--- src/rtl/osc_cal_pkg.sv ---
package osc_cal_pkg;
  typedef enum logic [1:0] {
    REG_CTRL   = 2'd0,
    REG_WINDOW = 2'd1,
    REG_RES_LO = 2'd2,
    REG_RES_HI = 2'd3
  } reg_addr_e;

  typedef enum logic [1:0] {
    SRC_RC_SLOW   = 2'd0,
    SRC_RC_FAST   = 2'd1,
    SRC_XTAL_SLOW = 2'd2,
    SRC_RC_EXT    = 2'd3
  } src_sel_e;
endpackage

--- src/rtl/osc_cal_regs.sv ---
module osc_cal_regs
  import osc_cal_pkg::*;
#(
  parameter int DATA_W = 16,
  parameter int CNT_W  = 16,
  parameter int RES_W  = 32,
  parameter int SEL_W  = 2
) (
  input  logic              clk,
  input  logic              rst,
  input  logic              wr_en,
  input  logic [1:0]        wr_addr,
  input  logic [DATA_W-1:0] wr_data,
  input  logic [1:0]        rd_addr,
  input  logic              busy,
  input  logic [RES_W-1:0]  result,
  output logic [SEL_W-1:0]  sel,
  output logic [CNT_W-1:0]  win_len,
  output logic              start_req,
  output logic [DATA_W-1:0] rd_data
);
  localparam int START_POS = SEL_W;
  localparam int CTRL_PAD  = DATA_W - SEL_W - 1;

  logic ctrl_wr;
  assign ctrl_wr   = wr_en && (wr_addr == REG_CTRL) && !busy;
  assign start_req = ctrl_wr && wr_data[START_POS];

  always_ff @(posedge clk) begin
    if (rst) begin
      sel     <= '0;
      win_len <= '0;
    end else begin
      if (ctrl_wr)
        sel <= wr_data[SEL_W-1:0];
      if (wr_en && wr_addr == REG_WINDOW)
        win_len <= wr_data[CNT_W-1:0];
    end
  end

  always_ff @(posedge clk) begin
    if (rst) begin
      rd_data <= '0;
    end else begin
      unique case (rd_addr)
        REG_CTRL:   rd_data <= {{CTRL_PAD{1'b0}}, busy, sel};
        REG_WINDOW: rd_data <= DATA_W'(win_len);
        REG_RES_LO: rd_data <= result[DATA_W-1:0];
        default:    rd_data <= result[RES_W-1:DATA_W];
      endcase
    end
  end
endmodule

--- src/rtl/osc_cal_window.sv ---
module osc_cal_window #(
  parameter int CNT_W = 16
) (
  input  logic             clk,
  input  logic             rst,
  input  logic             start,
  input  logic [CNT_W-1:0] load_len,
  input  logic             tick,
  output logic             busy,
  output logic             done,
  output logic [CNT_W-1:0] cnt
);
  localparam logic [CNT_W-1:0] ONE = CNT_W'(1);

  always_ff @(posedge clk) begin
    if (rst) begin
      busy <= 1'b0;
      done <= 1'b0;
      cnt  <= '0;
    end else begin
      done <= 1'b0;
      if (start) begin
        busy <= 1'b1;
        cnt  <= (load_len == '0) ? ONE : load_len;
      end else if (busy && tick) begin
        if (cnt == ONE) begin
          busy <= 1'b0;
          done <= 1'b1;
        end else begin
          cnt <= cnt - ONE;
        end
      end
    end
  end
endmodule

--- src/rtl/osc_cal_accum.sv ---
module osc_cal_accum #(
  parameter int RES_W = 32
) (
  input  logic             clk,
  input  logic             rst,
  input  logic             clear,
  input  logic             enable,
  input  logic             ref_tick,
  output logic [RES_W-1:0] count
);
  always_ff @(posedge clk) begin
    if (rst || clear)
      count <= '0;
    else if (enable && ref_tick)
      count <= count + RES_W'(1);
  end
endmodule

--- src/rtl/osc_cal_counter.sv ---
module osc_cal_counter
  import osc_cal_pkg::*;
#(
  parameter int DATA_W  = 16,
  parameter int CNT_W   = 16,
  parameter int NUM_SRC = 4
) (
  input  logic               clk,
  input  logic               rst,
  input  logic               wr_en,
  input  logic [1:0]         wr_addr,
  input  logic [DATA_W-1:0]  wr_data,
  input  logic [1:0]         rd_addr,
  output logic [DATA_W-1:0]  rd_data,
  input  logic [NUM_SRC-1:0] src_tick,
  input  logic               ref_tick,
  output logic               busy,
  output logic               done
);
  localparam int SEL_W = $clog2(NUM_SRC);
  localparam int RES_W = 2 * DATA_W;

  logic [SEL_W-1:0]   sel_q;
  logic [CNT_W-1:0]   win_len;
  logic [CNT_W-1:0]   win_cnt;
  logic [RES_W-1:0]   res_cnt;
  logic               start_req;
  logic [NUM_SRC-1:0] src_hit;
  logic               sel_tick;

  for (genvar i = 0; i < NUM_SRC; i++) begin : g_src
    assign src_hit[i] = src_tick[i] && (sel_q == SEL_W'(i));
  end
  assign sel_tick = |src_hit;

  osc_cal_regs #(
    .DATA_W(DATA_W), .CNT_W(CNT_W), .RES_W(RES_W), .SEL_W(SEL_W)
  ) u_regs (
    .clk(clk), .rst(rst), .wr_en(wr_en), .wr_addr(wr_addr),
    .wr_data(wr_data), .rd_addr(rd_addr), .busy(busy), .result(res_cnt),
    .sel(sel_q), .win_len(win_len), .start_req(start_req), .rd_data(rd_data)
  );

  osc_cal_window #(.CNT_W(CNT_W)) u_window (
    .clk(clk), .rst(rst), .start(start_req), .load_len(win_len),
    .tick(sel_tick), .busy(busy), .done(done), .cnt(win_cnt)
  );

  osc_cal_accum #(.RES_W(RES_W)) u_accum (
    .clk(clk), .rst(rst), .clear(start_req), .enable(busy),
    .ref_tick(ref_tick), .count(res_cnt)
  );
endmodule

--- config.mk ---
export PLATFORM = sky130hd
export DESIGN_NAME = osc_cal_counter
export DESIGN_NICKNAME = d
export VERILOG_FILES = /design/src/rtl/osc_cal_pkg.sv /design/src/rtl/osc_cal_regs.sv /design/src/rtl/osc_cal_window.sv /design/src/rtl/osc_cal_accum.sv /design/src/rtl/osc_cal_counter.sv
export SDC_FILE = /design/constraint.sdc
export NUM_CORES = 1
export LEC_CHECK = 0
export CAP_MARGIN = 40
export CORE_AREA = 5 5 115 128
export DETAILED_ROUTE_END_ITERATION = 8
export DIE_AREA = 0 0 120 133
export HOLD_SLACK_MARGIN = 0.02
export PLACE_DENSITY = 0.55
export SYNTH_ARGS = -nofsm -noshare
export SYNTH_HDL_FRONTEND = slang
export SYNTH_SLANG_ARGS = --single-unit
--- constraint.sdc ---
create_clock -name clk -period 4 [get_ports clk]
set_input_delay 0.4 -clock clk [delete_from_list [all_inputs] [get_ports clk]]
set_output_delay 0.4 -clock clk [all_outputs]
set_load 0.02 [all_outputs]
After elaboration in Yosys (flattened, before gate mapping)
Cells that the tools add are included.

Shift-type cells: 0. Divide/modulo/power cells: 0. Equality and inequality tests: 8. Mux-type cells: 9. Reductions and logical operators: 22. Bitwise logic cells: 1. $lt $le $gt $ge: 0. Multiply operators: 0. $add $sub $neg: 2.

Operators with widths (number): $mux W16 (4); $pmux W16 S3 (1); $add A32 B1 Y32 const B (1); $eq A16 B1 Y1 const B (1); $logic_not A16 Y1 (1); $sub A16 B1 Y16 const B (1); $logic_and A1 B1 Y1 (10); $eq A2 B1 Y1 const B (3); $eq A2 B2 Y1 const B (3); $logic_not A2 Y1 (3); $mux W1 (4); $reduce_and A2 Y1 (2); $reduce_bool A2 Y1 (2); $reduce_or A4 Y1 (1); $reduce_or A3 Y1 (1); $ne A2 B1 Y1 const B (1); $logic_not A1 Y1 (1); $logic_or A1 B1 Y1 (1); $not A1 Y1 (1).

Register bits after elaboration: 84. Output and inout port bits: 18. Memory bits (read-only): 0. Input port bits: 28. Memory bits (writable): 0. Logic and storage cells: 49. Latch bits: 0. Memories: 0.

Logic depth before layout (Yosys ltp)
Word-level depth: 6. Depth in mapped cells: 8. Depth with buffers taken out: 7.

Modules after synthesis
From an unflattened synthesis, not the netlist that was laid out.

Cells, all modules: 464. Area total of the unflattened synthesis: 4184.0 µm².

By module, submodules not included: osc_cal_accum (seq. area each 640.6 µm², instances 1, cells an instance 184, area each 1546.5 µm²); osc_cal_regs (seq. area each 680.7 µm², instances 1, cells an instance 138, area each 1475.2 µm²); osc_cal_window (seq. area each 360.3 µm², instances 1, cells an instance 141, area each 1139.8 µm²); osc_cal_counter (seq. area each 0.0 µm², instances 1, cells an instance 1, area each 22.5 µm²).

Worst setup path before layout
OpenSTA, ideal clock, no wires.

Path kind: register to register. From: register u_window.cnt[0]. To: register u_window.cnt[7]. Cell stages (with the launch flop): 7. Path buffers: 0. Data required time: 3.914 ns. Arrival time: 1.980 ns. Library setup time: 0.086 ns. Path slack: 1.935 ns. Period minus slack after synthesis: 2.065 ns. Path through: dfxtp_1 ha_1 or4b_2 or4_1 nand3_1 xor2_1 a211oi_1.

Word-level cells in the longest chain between the ends: 4. Elaborated cells on any way between the ends: 7. Classes of those cells: 1 x add/sub; 2 x eq/ne; 3 x mux; 1 x reduce/logical.

Ends and longest elaborated chain: start: declaration (line osc_cal_window.sv:11) `output logic [CNT_W-1:0] cnt`; start signal: assignment (line osc_cal_window.sv:24) `cnt <= (load_len == '0) ? ONE : load_len;`; start signal: assignment (line osc_cal_window.sv:30) `cnt <= cnt - ONE;`; $sub A16 B1 Y16 (line osc_cal_window.sv:30); $mux W16 (line osc_cal_window.sv:26) `if (cnt == ONE) begin`; $mux W16 (line osc_cal_window.sv:25) `end else if (busy && tick) begin`; $mux W16 (line osc_cal_window.sv:22) `if (start) begin`.

Parallel ways exist; a longest one is shown, timed or not. The select of a mux whose other input is x is not followed. A chain may end at the register's enable or synchronous reset.

Worst setup path in the final report
From: input port wr_en. To: register u_accum.count[0].

Word-level cells in the longest chain between the ends: 4.

Ends and longest elaborated chain: start: declaration (line osc_cal_counter.sv:10) `input logic wr_en,`; $logic_and A1 B1 Y1 (2 in series) (line osc_cal_regs.sv:26) `assign ctrl_wr = wr_en && (wr_addr == REG_CTRL) && !busy;`; $logic_and A1 B1 Y1 (line osc_cal_regs.sv:27) `assign start_req = ctrl_wr && wr_data[START_POS];`; $logic_or A1 B1 Y1 (line osc_cal_accum.sv:12) `if (rst || clear)`; end signal: assignment (line osc_cal_accum.sv:15) `count <= count + RES_W'(1);`; end: declaration (line osc_cal_accum.sv:9) `output logic [RES_W-1:0] count`.

Every way passes these cells.

==> reports/results.ini <==
[synth]
ys_top_cells_by_area = dfxtp_1, xor2_1, nor2_1, nand2_1, mux2_2
synth_top_family_by_area = simple AND/OR/NAND/NOR gates
yosys_warnings = 0
synthAdderAreaFrac_pct = 0.9600
synth_xor_xnor_area_share_pct = 8.512
synth_nets = 475
yosys.area.top_type = dfxtp_1
netlist_area_um2 = 3910
synth-simple-area-share_pct = 27.23
yosysMostFrequentCell = dfxtp_1
synth.distinct_cells = 53
synth_enable_flop_cells = 0
synth_cells = 444
netlist.area_leader.share_pct = 43.01
synth_common_cells = dfxtp_1, nor2_1, nand2_1
synthArstFlopShare_pct = 0
synth_compound_area_share_pct = 10.43
synth.avg_cell_area_um2 = 8.806
synth_mux_area_share_pct = 7.040
yosys_register_bits = 84
synth.yosys.seq_area_share_pct = 43.01
yosys_most_used_dff = dfxtp_1

[outcome]
status = complete, no violations

[clocking]
hold_buffers = 0
clkTransAtPathRegs_ns = 0.06
clock_sinks = 84
post_cts_buffers = 0
clockBufferDepth = 2
cts_resized = 0
clock_latency_ns = 0.34
cts_root_buf = clkbuf_16
cts_tree = done
cts_inserted_buffers = 9
htree_levels = 3

[sta]
finalClockSkew_ns = 0.004310
hold_violations = 0
period_minus_slack_ns = 2.779
holdWs_ns = 0.4898
max_freq_mhz = 359.9
setup_tns_ns = 0
setup_viol = 0
worst_slew_pin_slew_ns = 0.8189
period_share_pct = 69.47
rsz0062_at_grt = no
max_slew_margin_pct = 44.64
slew_viol_final = 0

[floorplan]
io_pins = 46
start_util_pct = 29.06
coreArea_um2 = 13460
die_x_um = 120
dieArea_um2 = 15960
die_height_um = 133
rows = 45

[placement]
hpwlAfterDp_um = 7351
dpl.cell_count = 638
port_buffers = 45
gp_congestion = 0.7825

[pwr]
p_clk_share_pct = 46.2
sw_frac_of_total_pct = 23.09
powerDensity_nw_per_um2 = 400.0
peakVddDrop_mv = 0.2002
combPwrFrac_pct = 8.9
p_int_w = 0.001491
power.leakage_nw = 1.684
total_power_w = 0.001939
switchingPower_w = 0.0004477
seqPwrFrac_pct = 45.0

[min_path]
hold_class = flop to flop

[critical_path]
cp.required_ns = 4.22
critPathArrivalTime_ns = 2.99
cp_top_family = simple AND/OR/NAND/NOR gates
path_common_cell = nand2_1
slowest_delay_ns = 0.68
start_kind = input port
path_max_fanout = 32
slowest_stage = nor4b_1
crit_type = input port to flop
cp_cell_sequence = clkdlybuf4s50_1 -> nor4b_1 -> nand2_1 -> nand2_1 -> buf_4 -> nor2_1
critPathBufInv = 2
end_kind = flop

[global_routing]
antenna_found_initial = 0
grt_pass1_vias = 3354
grt_overflow_total = 0
grt_max_degree = 49
grt_pass1_wl_um = 16780
grt_usage_pct = 13.07

[flow_run]
maxCapViolCount = 0

[route]
routed_wirelength_um = 10120
first_pass_iters = 4
detail-route-antenna-nets = 0
vias_per_cell = 5.145
vias = 3365
wl_per_cell_um = 15.47
drt_iter0_drc = 283
drcViolationCount = 0

[finish]
area_delta_synth_final_pct = 23.94
nNetsFinal = 516
drive_gt1_share_pct = 9.796
fin_cells = 654
antenna_cells = 0

==> power groups by stage <==
stage	clock network (W)	logic, W	registers (W)
2_1_floorplan	0	0.000110	0.000885
6_report	0.000895	0.000172	0.000872
3_5_place_dp	0	0.000171	0.000890
5_1_grt	0.000947	0.000188	0.000873
3_3_place_gp	0	0.000170	0.000889
4_1_cts	0.000910	0.000173	0.000871
==> layer usage <==
metal | routed length (um) | vias to the layer above | GRT usage [%]
met1 | 4393 | 1612 | 15.76
met4 | 280 | 0 | 5.602
li1 | - | 1666 | -
met5 | 0 | - | 0
met3 | 334 | 22 | 2.266
met2 | 5106 | 65 | 22.74
==> logic make-up after synthesis <==
group | after synthesis
adder cells (fa/ha/maj) | 3
buffers and inverters | 27
multiplexers | 22
flip-flops | 84
AO/OA/AOI/OAI | 60
AND/OR/NAND/NOR | 210
XOR/XNOR | 38
==> worst register-to-register path: stages, from the launching register on <==
cell     delay [ns]
dfxtp_1        0.44
nor4b_1        0.79
nand2_1        0.67
nand2_1        0.30
buf_4          0.36
nor2_1         0.10
==> sequential cells by signal, indices dropped and copies added, names as in the netlist <==
register	flops
u_accum.count	32
u_regs.rd_data	16
u_regs.win_len	16
u_window.cnt	16
u_regs.sel	2
u_window.busy	1
u_window.done	1
==> layout make-up <==
cell class	count	area, um2
multi-input combinational	333	2118
clock inverter	5	75.07
inverter	4	15.01
clock buffer	11	242.7
timing repair buffer	53	508.0
tap	164	205.2
sequential	84	1682
fill	1373	8611
==> layout by cell type, fill, tap and decap left out, types with 8 or more instances in the layout <==
cell / netlist / routed
clkbuf_16: 0 / 9
a211oi_1: 8 / 8
nor2_1: 70 / 70
mux2_2: 14 / 14
clkdlybuf4s50_1: 0 / 45
a21oi_1: 20 / 20
a22oi_1: 13 / 13
nand2_1: 51 / 51
xor2_1: 31 / 31
dfxtp_1: 84 / 84
nor4_1: 8 / 8
nand4_1: 17 / 17
nand3_1: 22 / 22
==> worst paths after layout <==
path                      from  depth (start not counted)                end  slack, ns
min reg2reg  u_regs.win_len[6]                          2  u_regs.win_len[6]       0.49
max                      wr_en                          6   u_accum.count[0]       1.22
max reg2reg      u_window.busy                          5   u_accum.count[0]       1.22
min          u_regs.win_len[6]                          2  u_regs.win_len[6]       0.49
==> metrics by stage <==
step / worst slack (ns) / util [%] / area [um2]
3_5_place_dp: 0.9304 / 33.65 / 4528
5_1_grt: 1.009 / 36.01 / 4846
6_report: 1.221 / 36.01 / 4846
2_1_floorplan: 1.935 / - / 3910
3_3_place_gp: 0.9816 / 33.44 / 4501
4_1_cts: 1.246 / 36.01 / 4846
No activity file was read; power rests on OpenSTA's default activity.
